--- config.mk ---
export PLATFORM = sky130hd
export DESIGN_NAME = dual_interval_timer
export DESIGN_NICKNAME = d
export VERILOG_FILES = /design/src/rtl/timer_pkg.sv /design/src/rtl/interval_counter.sv /design/src/rtl/timer_read_mux.sv /design/src/rtl/dual_interval_timer.sv
export SDC_FILE = /design/constraint.sdc
export NUM_CORES = 1
export LEC_CHECK = 0
export BUFFER_PORTS_ARGS = -buffer_cell sky130_fd_sc_hd__buf_2
export CAP_MARGIN = 20
export CORE_MARGIN = 2
export CORE_UTILIZATION = 60
export DETAILED_ROUTE_END_ITERATION = 16
export HOLD_SLACK_MARGIN = 0.02
export MAX_ROUTING_LAYER = met4
export PLACE_DENSITY = 0.79
export REMOVE_ABC_BUFFERS = 1
export SETUP_SLACK_MARGIN = 0.1
export SYNTH_ARGS = -nofsm -noshare
export SYNTH_HDL_FRONTEND = slang
export SYNTH_SLANG_ARGS = --single-unit
export TNS_END_PERCENT = 10
--- constraint.sdc ---
create_clock -name clk -period 3.95 [get_ports clk]
set_input_delay 0.395 -clock clk [delete_from_list [all_inputs] [get_ports clk]]
set_output_delay 0.395 -clock clk [all_outputs]
set_load 0.01 [all_outputs]
--- src/rtl/timer_pkg.sv ---
// Package: shared widths, register offsets and control bit positions for
// the dual interval timer. Assumes an 8-bit register port and a counter
// made of exactly two bytes.
package timer_pkg;
    localparam int BYTE_W = 8;
    localparam int CNT_W  = 2 * BYTE_W;
    localparam int ADDR_W = 3;

    localparam logic [ADDR_W-1:0] OFS_A_LO   = 3'd0;
    localparam logic [ADDR_W-1:0] OFS_A_HI   = 3'd1;
    localparam logic [ADDR_W-1:0] OFS_B_LO   = 3'd2;
    localparam logic [ADDR_W-1:0] OFS_B_HI   = 3'd3;
    localparam logic [ADDR_W-1:0] OFS_CTRL_A = 3'd4;
    localparam logic [ADDR_W-1:0] OFS_CTRL_B = 3'd5;

    localparam int CB_START = 0;
    localparam int CB_ONESH = 3;
    localparam int CB_FLOAD = 4;
    localparam int CB_PIN   = 5;
    localparam int CB_CASC  = 6;

    localparam logic [CNT_W-1:0] CNT_RST   = '1;
    localparam logic [CNT_W-1:0] LATCH_RST = CNT_W'(1);
endpackage

--- src/rtl/interval_counter.sv ---
// Module: one 16-bit interval timer with its reload latch and control byte.
// The count source is picked by the control byte. When CASCADE_EN is set,
// bit 6 selects cascade_in as the count enable. Assumes at most one of
// wr_lo, wr_hi and wr_ctrl is high in any cycle.
module interval_counter
    import timer_pkg::*;
#(
    parameter bit CASCADE_EN = 1'b0
) (
    input  logic              clk,
    input  logic              rst_n,
    input  logic              wr_lo,
    input  logic              wr_hi,
    input  logic              wr_ctrl,
    input  logic [BYTE_W-1:0] wr_data,
    input  logic              cascade_in,
    output logic [CNT_W-1:0]  count,
    output logic [CNT_W-1:0]  latch,
    output logic [BYTE_W-1:0] ctrl,
    output logic              underflow
);
    logic [CNT_W-1:0]  cnt_q;
    logic [CNT_W-1:0]  latch_q;
    logic [BYTE_W-1:0] ctrl_q;
    logic              sel_casc;
    logic              tick;
    logic              force_ld;

    // Decode the count enable from the control byte and the cascade source.
    always_comb begin
        sel_casc  = CASCADE_EN && ctrl_q[CB_CASC];
        tick      = ctrl_q[CB_START] && !ctrl_q[CB_PIN] && (sel_casc ? cascade_in : 1'b1);
        underflow = tick && (cnt_q == '0);
        force_ld  = wr_ctrl && wr_data[CB_FLOAD];
    end

    // Reload latch: each byte is written on its own offset.
    always_ff @(posedge clk) begin
        if (!rst_n) begin
            latch_q <= LATCH_RST;
        end else if (wr_lo) begin
            latch_q[BYTE_W-1:0] <= wr_data;
        end else if (wr_hi) begin
            latch_q[CNT_W-1:BYTE_W] <= wr_data;
        end
    end

    // Counter: force load, then stopped high-byte load, then reload, then decrement.
    always_ff @(posedge clk) begin
        if (!rst_n) begin
            cnt_q <= CNT_RST;
        end else if (force_ld) begin
            cnt_q <= latch_q;
        end else if (wr_hi && !ctrl_q[CB_START]) begin
            cnt_q <= {wr_data, latch_q[BYTE_W-1:0]};
        end else if (underflow) begin
            cnt_q <= latch_q;
        end else if (tick) begin
            cnt_q <= cnt_q - CNT_W'(1);
        end
    end

    // Control byte: the strobe bit is not stored, and one-shot clears start on underflow.
    always_ff @(posedge clk) begin
        if (!rst_n) begin
            ctrl_q <= '0;
        end else if (wr_ctrl) begin
            ctrl_q <= wr_data & ~(BYTE_W'(1) << CB_FLOAD);
        end else if (underflow && ctrl_q[CB_ONESH]) begin
            ctrl_q[CB_START] <= 1'b0;
        end
    end

    assign count = cnt_q;
    assign latch = latch_q;
    assign ctrl  = ctrl_q;
endmodule

--- src/rtl/timer_read_mux.sv ---
// Module: combinational read selection over both counters and both control
// bytes. Assumes the offset map in timer_pkg. Unmapped offsets return zero.
module timer_read_mux
    import timer_pkg::*;
(
    input  logic [ADDR_W-1:0] addr,
    input  logic [CNT_W-1:0]  cnt_a,
    input  logic [CNT_W-1:0]  cnt_b,
    input  logic [BYTE_W-1:0] ctrl_a,
    input  logic [BYTE_W-1:0] ctrl_b,
    output logic [BYTE_W-1:0] rd_data
);
    // Pick the byte addressed by the current offset.
    always_comb begin
        case (addr)
            OFS_A_LO:   rd_data = cnt_a[BYTE_W-1:0];
            OFS_A_HI:   rd_data = cnt_a[CNT_W-1:BYTE_W];
            OFS_B_LO:   rd_data = cnt_b[BYTE_W-1:0];
            OFS_B_HI:   rd_data = cnt_b[CNT_W-1:BYTE_W];
            OFS_CTRL_A: rd_data = ctrl_a;
            OFS_CTRL_B: rd_data = ctrl_b;
            default:    rd_data = '0;
        endcase
    end
endmodule

--- src/rtl/dual_interval_timer.sv ---
// Module: top of the dual interval timer. It decodes register writes into
// per-timer strobes, builds the two timers from one generated structure
// (timer B has cascade capability) and feeds timer A's underflow into B.
// Assumes a synchronous active-low reset and a single write per cycle.
module dual_interval_timer
    import timer_pkg::*;
(
    input  logic              clk,
    input  logic              rst_n,
    input  logic              wr_en,
    input  logic [ADDR_W-1:0] addr,
    input  logic [BYTE_W-1:0] wr_data,
    output logic [BYTE_W-1:0] rd_data,
    output logic              underflow_a,
    output logic              underflow_b
);
    localparam int N_TMR = 2;

    logic [N_TMR-1:0]             wr_lo_v, wr_hi_v, wr_ctrl_v, casc_v, ufl_v;
    logic [N_TMR-1:0][CNT_W-1:0]  cnt_v, latch_v;
    logic [N_TMR-1:0][BYTE_W-1:0] ctrl_v;

    logic [CNT_W-1:0]  cnt_a, cnt_b, latch_a, latch_b;
    logic [BYTE_W-1:0] ctrl_a, ctrl_b;

    // Turn the write strobe and offset into per-timer byte strobes.
    always_comb begin
        wr_lo_v   = {wr_en && addr == OFS_B_LO,   wr_en && addr == OFS_A_LO};
        wr_hi_v   = {wr_en && addr == OFS_B_HI,   wr_en && addr == OFS_A_HI};
        wr_ctrl_v = {wr_en && addr == OFS_CTRL_B, wr_en && addr == OFS_CTRL_A};
        casc_v    = {ufl_v[0], 1'b0};
    end

    for (genvar t = 0; t < N_TMR; t++) begin : g_tmr
        interval_counter #(.CASCADE_EN(t != 0)) u_tmr (
            .clk        (clk),
            .rst_n      (rst_n),
            .wr_lo      (wr_lo_v[t]),
            .wr_hi      (wr_hi_v[t]),
            .wr_ctrl    (wr_ctrl_v[t]),
            .wr_data    (wr_data),
            .cascade_in (casc_v[t]),
            .count      (cnt_v[t]),
            .latch      (latch_v[t]),
            .ctrl       (ctrl_v[t]),
            .underflow  (ufl_v[t])
        );
    end

    // Name the per-timer state for the read path and the checker.
    always_comb begin
        cnt_a   = cnt_v[0];
        cnt_b   = cnt_v[1];
        latch_a = latch_v[0];
        latch_b = latch_v[1];
        ctrl_a  = ctrl_v[0];
        ctrl_b  = ctrl_v[1];
    end

    timer_read_mux u_rd (
        .addr    (addr),
        .cnt_a   (cnt_a),
        .cnt_b   (cnt_b),
        .ctrl_a  (ctrl_a),
        .ctrl_b  (ctrl_b),
        .rd_data (rd_data)
    );

    assign underflow_a = ufl_v[0];
    assign underflow_b = ufl_v[1];
endmodule

---- Word-level counts from Yosys, hierarchy flattened ----
Cells that the tools add are included.
storage, ports and cells
  logic and storage cells ................. 63
  output and inout port bits .............. 10
  flip-flop bits (word level) ............. 78
  bits of input ports ..................... 14
cells by class
  multiplexer cells ....................... 14
  add/subtract/negate cells ............... 2
  eq/ne operators ......................... 5
  bitwise gates (word level) .............. 2
  reduce and logical (&&, ||, !) cells .... 30
operator list
  cell                                                                   number
  16-bit two-way mux                                                     8
  8-bit one-hot mux with 6 select lines                                  1
  16-bit zero test                                                       2
  16-bit by 1-bit subtractor with 16-bit output, second input constant   2
  1-bit logical AND                                                      17
  4-bit nonzero test                                                     2
  3-bit by 2-bit equality test with 1-bit output, second input constant  2
  3-bit equality test, second input constant                             2
  1-bit two-way mux                                                      5
  1-bit zero test                                                        4
  2-bit AND reduction                                                    2
  2-bit nonzero test                                                     2
  3-bit by 1-bit equality test with 1-bit output, second input constant  1
  3-bit zero test                                                        1
  1-bit NOT                                                              2

---- Longest topological paths before layout ----
Gate-level depths: netlist of the first run.
  depth after elaboration ................. 9
  mapped depth ............................ 9
  mapped depth without buffers ............ 8

---- By module ----
Synthesis of the first run repeated with hierarchy kept, for this count alone.
second synthesis, totals
  cell total of the unflattened synthesis .. 541
  area total of the unflattened synthesis .. 4707.0 um^2
by module, submodules not included
  module                             instances  seq. area each (um^2)  cells an instance  area each (um^2)
  interval_counter (g_tmr[0].u_tmr)  1          780.7                  240                2095.8
  interval_counter (g_tmr[1].u_tmr)  1          780.7                  240                2072.0
  timer_read_mux                     1          0.0                    54                 460.4
  dual_interval_timer                1          0.0                    7                  78.8

---- Worst setup path after synthesis of the first run ----
OpenSTA, ideal clock, no wires.
  kind .................................... reg2reg
  start point ............................. reg g_tmr[1].u_tmr.cnt_q[2]
  end point ............................... reg g_tmr[1].u_tmr.cnt_q[9]
  buffers on the path ..................... 0
  library setup time ...................... 122 ps
  data arrival time ....................... 2065 ps
  slack ................................... 1763 ps
  stages on the path, launching flop included .. 7
  clock period less this slack ............ 2187 ps
  data required time ...................... 3828 ps
  cells stage by stage .................... dfxtp_1 -> or3_4 -> or2_0 -> or4_4 -> o21ai_4 -> o21ai_2 -> a221o_1
on the way
  longest elaborated chain between the ends .. 5
  elaborated cells on any way between the ends .. 8
  those cells by class .................... 1 x add/sub; 4 x mux; 3 x reduce/logical
ends and longest elaborated chain
  item                                                                                      line                                            text
  from (decl)                                                                               interval_counter.sv:22                          logic [CNT_W-1:0] cnt_q;
  from (signal assigned)                                                                    interval_counter.sv:53                          cnt_q <= latch_q;
  from (signal assigned)                                                                    interval_counter.sv:55                          cnt_q <= {wr_data, latch_q[BYTE_W-1:0]};
  from (signal assigned)                                                                    interval_counter.sv:57                          cnt_q <= latch_q;
  16-bit by 1-bit subtractor with 16-bit output / 16-bit zero test (equally long branches)  interval_counter.sv:59, interval_counter.sv:33
  16-bit two-way mux / 1-bit logical AND (equally long branches)                            interval_counter.sv:58, interval_counter.sv:33
  16-bit two-way mux                                                                        interval_counter.sv:56                          end else if (underflow) begin
  16-bit two-way mux                                                                        interval_counter.sv:54                          end else if (wr_hi && !ctrl_q[CB_START]) begin
  16-bit two-way mux                                                                        interval_counter.sv:52                          end else if (force_ld) begin
Parallel ways exist; a longest one is shown, timed or not. The select of a mux whose other input is x is not followed.
A chain may end at the register's enable or synchronous reset.

---- Worst setup path in the final report of the first run ----
  start point ............................. reg g_tmr[0].u_tmr.cnt_q[7]
  end point ............................... out underflow_a
on the way
  longest elaborated chain between the ends .. 2
ends and longest elaborated chain
  item                    line                       text
  from (decl)             interval_counter.sv:22
  from (signal assigned)  interval_counter.sv:53
  from (signal assigned)  interval_counter.sv:55
  from (signal assigned)  interval_counter.sv:57
  16-bit zero test        interval_counter.sv:33     underflow = tick && (cnt_q == '0);
  1-bit logical AND       interval_counter.sv:33
  to (decl)               dual_interval_timer.sv:14  output logic underflow_a,
Every way passes these cells.

==> qor.yml, run 1 <==
synthesis:
  ys.flop_type: "dfxtp_1"
  synthXorXnorAreaFrac: 0.01809
  synth_top_cell_area_share: 0.3583
  seq_area_frac_synth: 0.3583
  yosys.area.top_type: "dfxtp_1"
  synth_edf_count: 0
  async_reset_ff_frac: 0
  yosys.area_share.simple: 0.2860
  syn_area_per_cell_um2: 7.501
  yosysWarnings: 0
  synth_compound_area_frac: 0.2354
  synth_top_family_by_area: "simple AND/OR/NAND/NOR gates"
  ys_ff_latch: 78
  synth_fa_ha_area_frac: 0.01148
  muxShareOfSynthArea: 0.04709
  netlist_area_um2: 4358
  yosysUniqueCellTypes: 65
  synthTopCellsByArea: "dfxtp_1, nand2_1, a21oi_1"
  synthCells: 581
min_path:
  hold_depth: 3
  min_path_type: "input pin to flop"
  holdPathEnd: "g_tmr[0].u_tmr.ctrl[3]"
  hold_path_startpoint: "wr_data[3]"
sta:
  fmax_mhz: 380.8
  post-route-period-util: 0.6648
  setup_viol: 0
  period_minus_slack_ns: 2.626
  drv_slew: 0
  slew_headroom: 0.2603
  tns_ns: 0
  rsz0062_at_grt: "false"
  final-hold-violation-count: 0
  setup_ws_ns: 1.324
  holdWs_ns: 0.3967
  finClkSkew_ns: 0.01013
  worst_pin_slew_ns: 1.101
global_route:
  grt_pass1_wl_um: 20770
  track_usage: 0.3602
  grt_max_degree: 55
  grt_pass1_vias: 3936
  grt_overflow: 0
  antenna_found_initial: 0
setup_path:
  rrSetupSlack_ns: 1.33
  path_max_fanout: 8
  rr_worst_depth: 6
  reg2reg_from: "g_tmr[0].u_tmr.count[4]"
  cp_slowest_cell: "nor3_1"
  path_cells: "nor4_2 -> nand2_1 -> nor3_1 -> buf_2"
  cp.required_ns: 3.56
  cp-end-kind: "primary output"
  criticalPathCategory: "flop to primary output"
  reg2reg_to: "g_tmr[1].u_tmr.count[12]"
  arrival_ns: 2.23
  crit_path_start_kind: "flop"
  cp_slowest_stage_delay_ns: 0.52
drt:
  wl_per_cell_um: 19.60
  dr_total_vias: 4466
  wirelength_um: 13380
  drcViolationCount: 0
  via_per_inst: 6.539
  drt_iter0_drc: 598
  dr.pass1.iters: 7
  antenna_left: 0
power_and_ir_drop:
  p_seq_frac: 0.531
  irDropWorstVdd_mv: 0.2259
  swShare: 0.2964
  clkPwrFrac: 0.348
  power.density_nw_per_um2: 344.1
  comb_power_share: 0.121
  p_sw_mw: 0.4736
  leakage_nw: 1.621
  total_power_mw: 1.598
  intPower_mw: 1.124
finish:
  fillers: 675
  drive_gt1_frac: 0.1113
  diodes: 0
  nNetsFinal: 597
  area_growth_pct: 6.546
  final_core_util: 0.6506
floorplanning:
  io_pins: 24
  start_util: 0.6106
  die_area_um2: 7961
  coreArea_um2: 7137
  num_rows: 31
  die_w_um: 89.23
  die_h_um: 89.23
clocking:
  cts-root-buf: "clkbuf_8"
  cts_htree_levels: 3
  cts_post_setup_buffers_inserted: 0
  numCtsBuffers: 9
  cts-resized-gates: 0
  cts_sinks: 78
  cts_hold_buf: 0
  cts_tree: "built"
  clk_pin_slew_worst_paths_ns: 0.09
  ctsLongestPathBuffers: 2
  clk_latency_ns: 0.37
flow_run:
  maxCapViolations: 0
placement:
  dpl.hpwl_um: 9302
  port_buffers: 23
  place.gp.congestion: 1.022
  pre_cts_ws_ns: 1.404
outcome:
  status: "complete, no violations"
## cells in the mapped netlist, types with 5 or more instances
cell type,number
nand2_1,133
dfxtp_1,78
a21oi_1,61
nor2_1,38
clkbuf_1,28
nor3_1,19
o21ai_0,19
nand3_1,18
inv_1,10
o211ai_1,10
o22ai_1,10
nand4_1,9
a31oi_1,8
nor4_1,8
buf_1,7
mux2i_1,7
nand2b_1,7
a221oi_1,6
mux2_2,6
nor2b_1,6
o221ai_1,6
xnor2_1,6
or3_1,5
## cells in the final DEF, fill, tap and decap left out, types with 18 or more instances in the layout
cell type	synthesis	layout
nor2_1	38	38
buf_2	2	23
dfxtp_1	78	78
nand3_1	18	18
a21oi_1	61	61
nor3_1	19	18
nand2_1	133	133
o21ai_0	19	19
## critical path: cells and delay by family, from the launching register on
family | cells | cell delay, ns
buf+inv | 1 | 0.23
flops | 1 | 0.41
simple gates | 3 | 1.23
## how the worst max path moves through the flow
| stage | from | end | slack (ns) |
|---|---|---|---|
| final | g_tmr[0].u_tmr.count[7] | underflow_a | 1.32 |
| after global routing | g_tmr[0].u_tmr.count[7] | g_tmr[1].u_tmr.count[12] | 1.21 |
| after CTS | g_tmr[0].u_tmr.count[7] | g_tmr[1].u_tmr.count[12] | 1.40 |
| after detailed placement | g_tmr[0].u_tmr.count[4] | g_tmr[1].u_tmr.count[12] | 1.40 |
| after global placement | addr[1] | g_tmr[1].u_tmr.count[3] | 1.46 |
| after floorplan | g_tmr[1].u_tmr.count[2] | g_tmr[1].u_tmr.count[9] | 1.76 |
## power by group through the flow
stage	sequential (mW)	clock (mW)	combinational (mW)
floorplan	0.851	0	0.113
global placement	0.865	0	0.185
detailed placement	0.865	0	0.188
CTS	0.847	0.555	0.189
global route	0.850	0.591	0.211
finish	0.849	0.556	0.193
## area by class of cell
type | instances | area [µm²] | share of cell area
Clock buffer | 11 | 141.4 | 0.03045
Clock inverter | 5 | 33.78 | 0.007276
Inverter | 11 | 41.29 | 0.008892
Multi-Input combinational cell | 454 | 2611 | 0.5624
Sequential cell | 78 | 1562 | 0.3363
Tap cell | 99 | 123.9 | 0.02668
Timing Repair Buffer | 25 | 130.1 | 0.02802
## registers in the layout (all words and copies together) (netlist names)
name and flops:
g_tmr.u_tmr.latch 32, g_tmr.u_tmr.ctrl 14, g_tmr.u_tmr.count 32
## logic make-up (layout without fill, tap and decap cells)
family                   count (synthesis)  in the layout
AO/OA/AOI/OAI                          158            158
adder cells (fa/ha/maj)                  4              4
flip-flops                              78             78
multiplexers                            16             16
XOR/XNOR                                 9              9
AND/OR/NAND/NOR                        267            267
buffers and inverters                   49             52
## metrics by stage
step / instances / cell area (µm²)
finish: 683 / 4643
global route: 683 / 4643
global placement: 667 / 4468
floorplan: 543 / 4209
detailed placement: 667 / 4468
CTS: 683 / 4643
## metal layers
layer,share of wire,GRT usage
met1,0.42,0.5020
met2,0.45,0.5131
met3,0.11,0.08310
met4,0.028,0.1221
met5,0,-
No activity file was read; power rests on OpenSTA's default activity.
==> run 2, diff against run 1 <==
CORE_UTILIZATION = 55   (was 60)
PLACE_DENSITY = 0.76   (was 0.79)
clock period = 2.4 ns   (was 3.95 ns; I/O delays follow)
==> qor.yml, run 2 (synthesis results as in run 1) <==
sta:
  final-hold-violation-count: 0
  tns_ns: 0
  rsz0062_at_grt: "true"
  fmax_mhz: 438.2
  worst_pin_slew_ns: 0.6165
  slew_headroom: 0.5875
  period_minus_slack_ns: 2.282
  finClkSkew_ns: 0.01515
  holdWs_ns: 0.2228
  setup_viol: 0
  post-route-period-util: 0.9509
  drv_slew: 0
global_route:
  grt_max_degree: 55
  grt_pass1_vias: 4172
  track_usage: 0.3418
  antenna_found_initial: 0
  grt_pass1_wl_um: 22220
  grt_overflow: 0
clocking:
  cts_tree: "built"
  cts_htree_levels: 3
  ctsLongestPathBuffers: 2
  clk_latency_ns: 0.35
  clk_pin_slew_worst_paths_ns: 0.08
  numCtsBuffers: 9
  cts-root-buf: "clkbuf_8"
  cts_post_setup_buffers_inserted: 0
  cts_sinks: 78
drt:
  drt_iter0_drc: 512
  wl_per_cell_um: 19.34
  antenna_left: 0
  wirelength_um: 13920
  via_per_inst: 6.406
  dr.pass1.iters: 6
  dr_total_vias: 4612
  drcViolationCount: 0
setup_path:
  arrival_ns: 2.04
  path_max_fanout: 5
  cp.required_ns: 2.16
  criticalPathCategory: "flop to primary output"
  crit_path_start_kind: "flop"
  cp-end-kind: "primary output"
finish:
  area_growth_pct: 13.75
  drive_gt1_frac: 0.1650
  final_common_cell: "nand2_1"
  nNetsFinal: 631
  multiInputGateArea_um2: 2618
  register_area_um2: 1562
  design_area_um2: 4957
  fin_cells: 720
  fillers: 704
  final_core_util: 0.6449
  diodes: 0
  final_cell_mix: "nand2_1, dfxtp_1, a21oi_1"
floorplanning:
  start_util: 0.5669
  die_w_um: 93.02
  die_area_um2: 8652
  num_rows: 32
  io_pins: 24
  die_h_um: 93.02
  coreArea_um2: 7687
placement:
  place.gp.congestion: 0.9749
  placed_cells: 703
  port_buffers: 23
  placed_area_um2: 4732
  dpl.hpwl_um: 9809
power_and_ir_drop:
  power.density_nw_per_um2: 562.5
  leakage_nw: 1.806
  irDropWorstVdd_mv: 0.4548
min_path:
  min_path_type: "input pin to flop"
flow_run:
  maxCapViolations: 0
outcome:
  status: "complete, no violations"
-- run 2: changes by cell type in the layout (fill, tap and decap cells not counted) --
cell / change
a21o_1: -1
a21o_2: +1
buf_12: +1
buf_4: +32
buf_6: +1
bufinv_16: +1
clkbuf_1: -1
clkbuf_8: +1
clkinvlp_4: -1
nor3_1: -1
nor3_2: +1
-- run 2: cell type report --
| cell class | instances | share of cell area |
|---|---|---|
| clock buffer | 11 | 0.03054 |
| sequential | 78 | 0.3150 |
| tap | 102 | 0.02574 |
| inverter | 11 | 0.008329 |
| timing repair buffer | 59 | 0.08102 |
| clock inverter | 5 | 0.01136 |
| multi-input combinational | 454 | 0.5280 |
-- run 2: power breakdown --
part / total (mW) / leakage [nW] / switching [mW] / internal (mW)
clock: 1.04 / 0.106 / 0.499 / 0.538
combinational: 0.371 / 1.07 / 0.231 / 0.140
sequential: 1.38 / 0.634 / 0.0454 / 1.34
total: 2.79 / 1.81 / 0.776 / 2.01
-- run 2: what timing repair did --
action | in CTS | in global routing
endpoints found under the hold margin | 0 | 0
resized for setup | 0 | 2
endpoints found under the setup margin | 0 | 13
hold buffers | 0 | 0
-- run 2: worst max-delay path, cell delays in order (launching register included) --
cell and delay (ns):
dfxtp_1 0.43, inv_1 0.12, ha_1 0.23, and4_1 0.22, a21oi_2 0.28, buf_4 0.21, nor2_1 0.05, buf_2 0.14
-- run 2: worst paths after layout --
check / startpoint / to / slack (ns) / cells past startpoint
max: g_tmr[0].u_tmr.count[0] / underflow_b / 0.12 / 7
min reg2reg: g_tmr[0].u_tmr.ctrl[7] / g_tmr[0].u_tmr.ctrl[7] / 0.46 / 2
min: wr_data[4] / g_tmr[0].u_tmr.latch[12] / 0.22 / 3
max reg2reg: g_tmr[1].u_tmr.count[2] / g_tmr[1].u_tmr.count[9] / 0.13 / 6
-- run 2: through the flow --
step | power, mW | setup WS, ns
after global routing | 2.882 | 0.04239
final | 2.788 | 0.1179
after detailed placement | 1.767 | 0.1632
after CTS | 2.782 | 0.1282
after floorplan | 1.587 | 0.2129
after global placement | 1.760 | 0.2138
-- run 2: routing by layer --
layer,global-route usage,routed length (µm)
met1,0.4694,5935
met3,0.07575,1368
met2,0.5012,6180
met4,0.1164,437
met5,-,0
==> run 3, diff against run 2 <==
CORE_UTILIZATION = 35   (was 55)
PLACE_DENSITY = unset   (was 0.76)
==> qor.yml, run 3 (synthesis results as in run 1) <==
setup_path:
  criticalPathCategory: "flop to primary output"
  cp.required_ns: 2.16
  reg2reg_to: "g_tmr[1].u_tmr.count[9]"
  cp_slowest_cell: "dfxtp_1"
  path_max_fanout: 5
  crit_path_start_kind: "flop"
  rr_worst_depth: 6
  rrSetupSlack_ns: 0.17
  cp-end-kind: "primary output"
  arrival_ns: 2.04
  cp_slowest_stage_delay_ns: 0.40
  crit_path_start: "g_tmr[0].u_tmr.count[0]"
  reg2reg_from: "g_tmr[1].u_tmr.count[2]"
  path_cells: "inv_1 -> ha_1 -> and4_1 -> a21oi_2 -> buf_4 -> nor2_1 -> buf_2"
sta:
  tns_ns: 0
  setup_viol: 0
  rsz0062_at_grt: "true"
  drv_slew: 0
  worst_pin_slew_ns: 1.097
  fmax_mhz: 439.6
  holdWs_ns: 0.2630
  period_minus_slack_ns: 2.275
  post-route-period-util: 0.9479
  finClkSkew_ns: 0.008014
  final-hold-violation-count: 0
  slew_headroom: 0.2644
drt:
  dr_total_vias: 4555
  dr.pass1.iters: 5
  met2RoutedLength_um: 6957
  drt_iter0_drc: 401
  via_per_inst: 5.810
  met3WireLength_um: 975
  wirelength_um: 15160
  antenna_left: 0
  drcViolationCount: 0
  wl_per_cell_um: 19.34
  wl_met1_um: 6777
  dr.max_layer_used: "met4"
global_route:
  grt_overflow: 0
  grt_pass1_vias: 4393
  grt_max_degree: 55
  track_usage: 0.2450
  antenna_found_initial: 0
  grt_pass1_wl_um: 23910
finish:
  fillers: 1246
  diodes: 0
  drive_gt1_frac: 0.1623
  final_cell_mix: "nand2_1, dfxtp_1, a21oi_1"
  register_area_um2: 1562
  multiInputGateArea_um2: 2621
  final_common_cell: "nand2_1"
  design_area_um2: 5139
  area_growth_pct: 17.92
  final_core_util: 0.4260
  nNetsFinal: 629
floorplanning:
  io_pins: 24
  num_rows: 40
  start_util: 0.3613
  die_w_um: 115.6
  coreArea_um2: 12060
  die_h_um: 115.6
  die_area_um2: 13360
power_and_ir_drop:
  p_sw_mw: 0.8300
  total_power_mw: 3.224
  power.density_nw_per_um2: 627.4
  intPower_mw: 2.394
  p_seq_frac: 0.430
  irDropWorstVdd_mv: 0.4514
  clkPwrFrac: 0.455
  leakage_nw: 1.843
  swShare: 0.2574
  comb_power_share: 0.115
clocking:
  cts_sinks: 78
  cts-root-buf: "clkbuf_16"
  clk_pin_slew_worst_paths_ns: 0.06
  cts_post_setup_buffers_inserted: 0
  clk_latency_ns: 0.35
  cts_tree: "built"
  cts_htree_levels: 3
  numCtsBuffers: 9
  ctsLongestPathBuffers: 2
min_path:
  holdPathEnd: "g_tmr[0].u_tmr.latch[12]"
  hold_depth: 3
  hold_path_startpoint: "wr_data[4]"
  min_path_type: "input pin to flop"
placement:
  place.gp.congestion: 0.9554
  placed_area_um2: 4807
  port_buffers: 23
  dpl.hpwl_um: 11060
flow_run:
  maxCapViolations: 0
outcome:
  status: "complete, no violations"
## run 3: changes by cell type in the layout (fill, tap and decap cells not counted), sizes merged
cell    previous run  this run
clkinv             2         0
inv               12        11
clkbuf            11        14
buf               59        57
## run 3: worst max-delay path: cells and delay by family (launching register included)
kind / cells / cell delay, ns
AO/OA/AOI/OAI: 1 / 0.32
adder cells (fa/ha/maj): 1 / 0.23
buffers and inverters: 3 / 0.47
flip-flops: 1 / 0.40
AND/OR/NAND/NOR: 2 / 0.27
## run 3: worst max-delay path by stage
stage                                          to  slack, ns  cells past startpoint
after detailed placement  g_tmr[1].u_tmr.count[9]       0.17                      6
final                                 underflow_b       0.12                      7
after global routing                  underflow_b       0.02                      7
after CTS                             underflow_b       0.13                      7
after floorplan           g_tmr[1].u_tmr.count[9]       0.21                      6
after global placement    g_tmr[1].u_tmr.count[9]       0.21                      6
## run 3: what timing repair did
item | CTS | global route
gates resized for setup | 0 | 4
endpoints found under the setup margin | 0 | 10
hold endpoints to repair | 0 | 0
hold buffers | 0 | 0
## run 3: cell type report
cell class,count,area share
inverter,11,0.008035
sequential,78,0.3039
clock buffer,14,0.05527
multi-input combinational,454,0.5101
tap,168,0.04091
timing repair buffer,57,0.07451
clock inverter,2,0.007305
## run 3: through the flow
| step | instances | setup WS, ns |
|---|---|---|
| final | 784 | 0.1250 |
| after global placement | 768 | 0.2124 |
| after CTS | 784 | 0.1307 |
| after floorplan | 543 | 0.2129 |
| after detailed placement | 768 | 0.1678 |
| after global routing | 784 | 0.01704 |
## run 3: per-layer routing
metal | vias up | global-route usage
li1 | 2161 | -
met1 | 2169 | 0.3172
met2 | 188 | 0.3801
met3 | 37 | 0.04864
met4 | 0 | 0.08916
met5 | - | -
## run 3: power by group through the flow
stage	logic, mW	clock network, mW	registers [mW]
floorplan	0.186	0	1.40
global placement	0.362	0	1.41
detailed placement	0.365	0	1.41
CTS	0.367	1.49	1.39
global route	0.403	1.54	1.39
finish	0.371	1.47	1.39
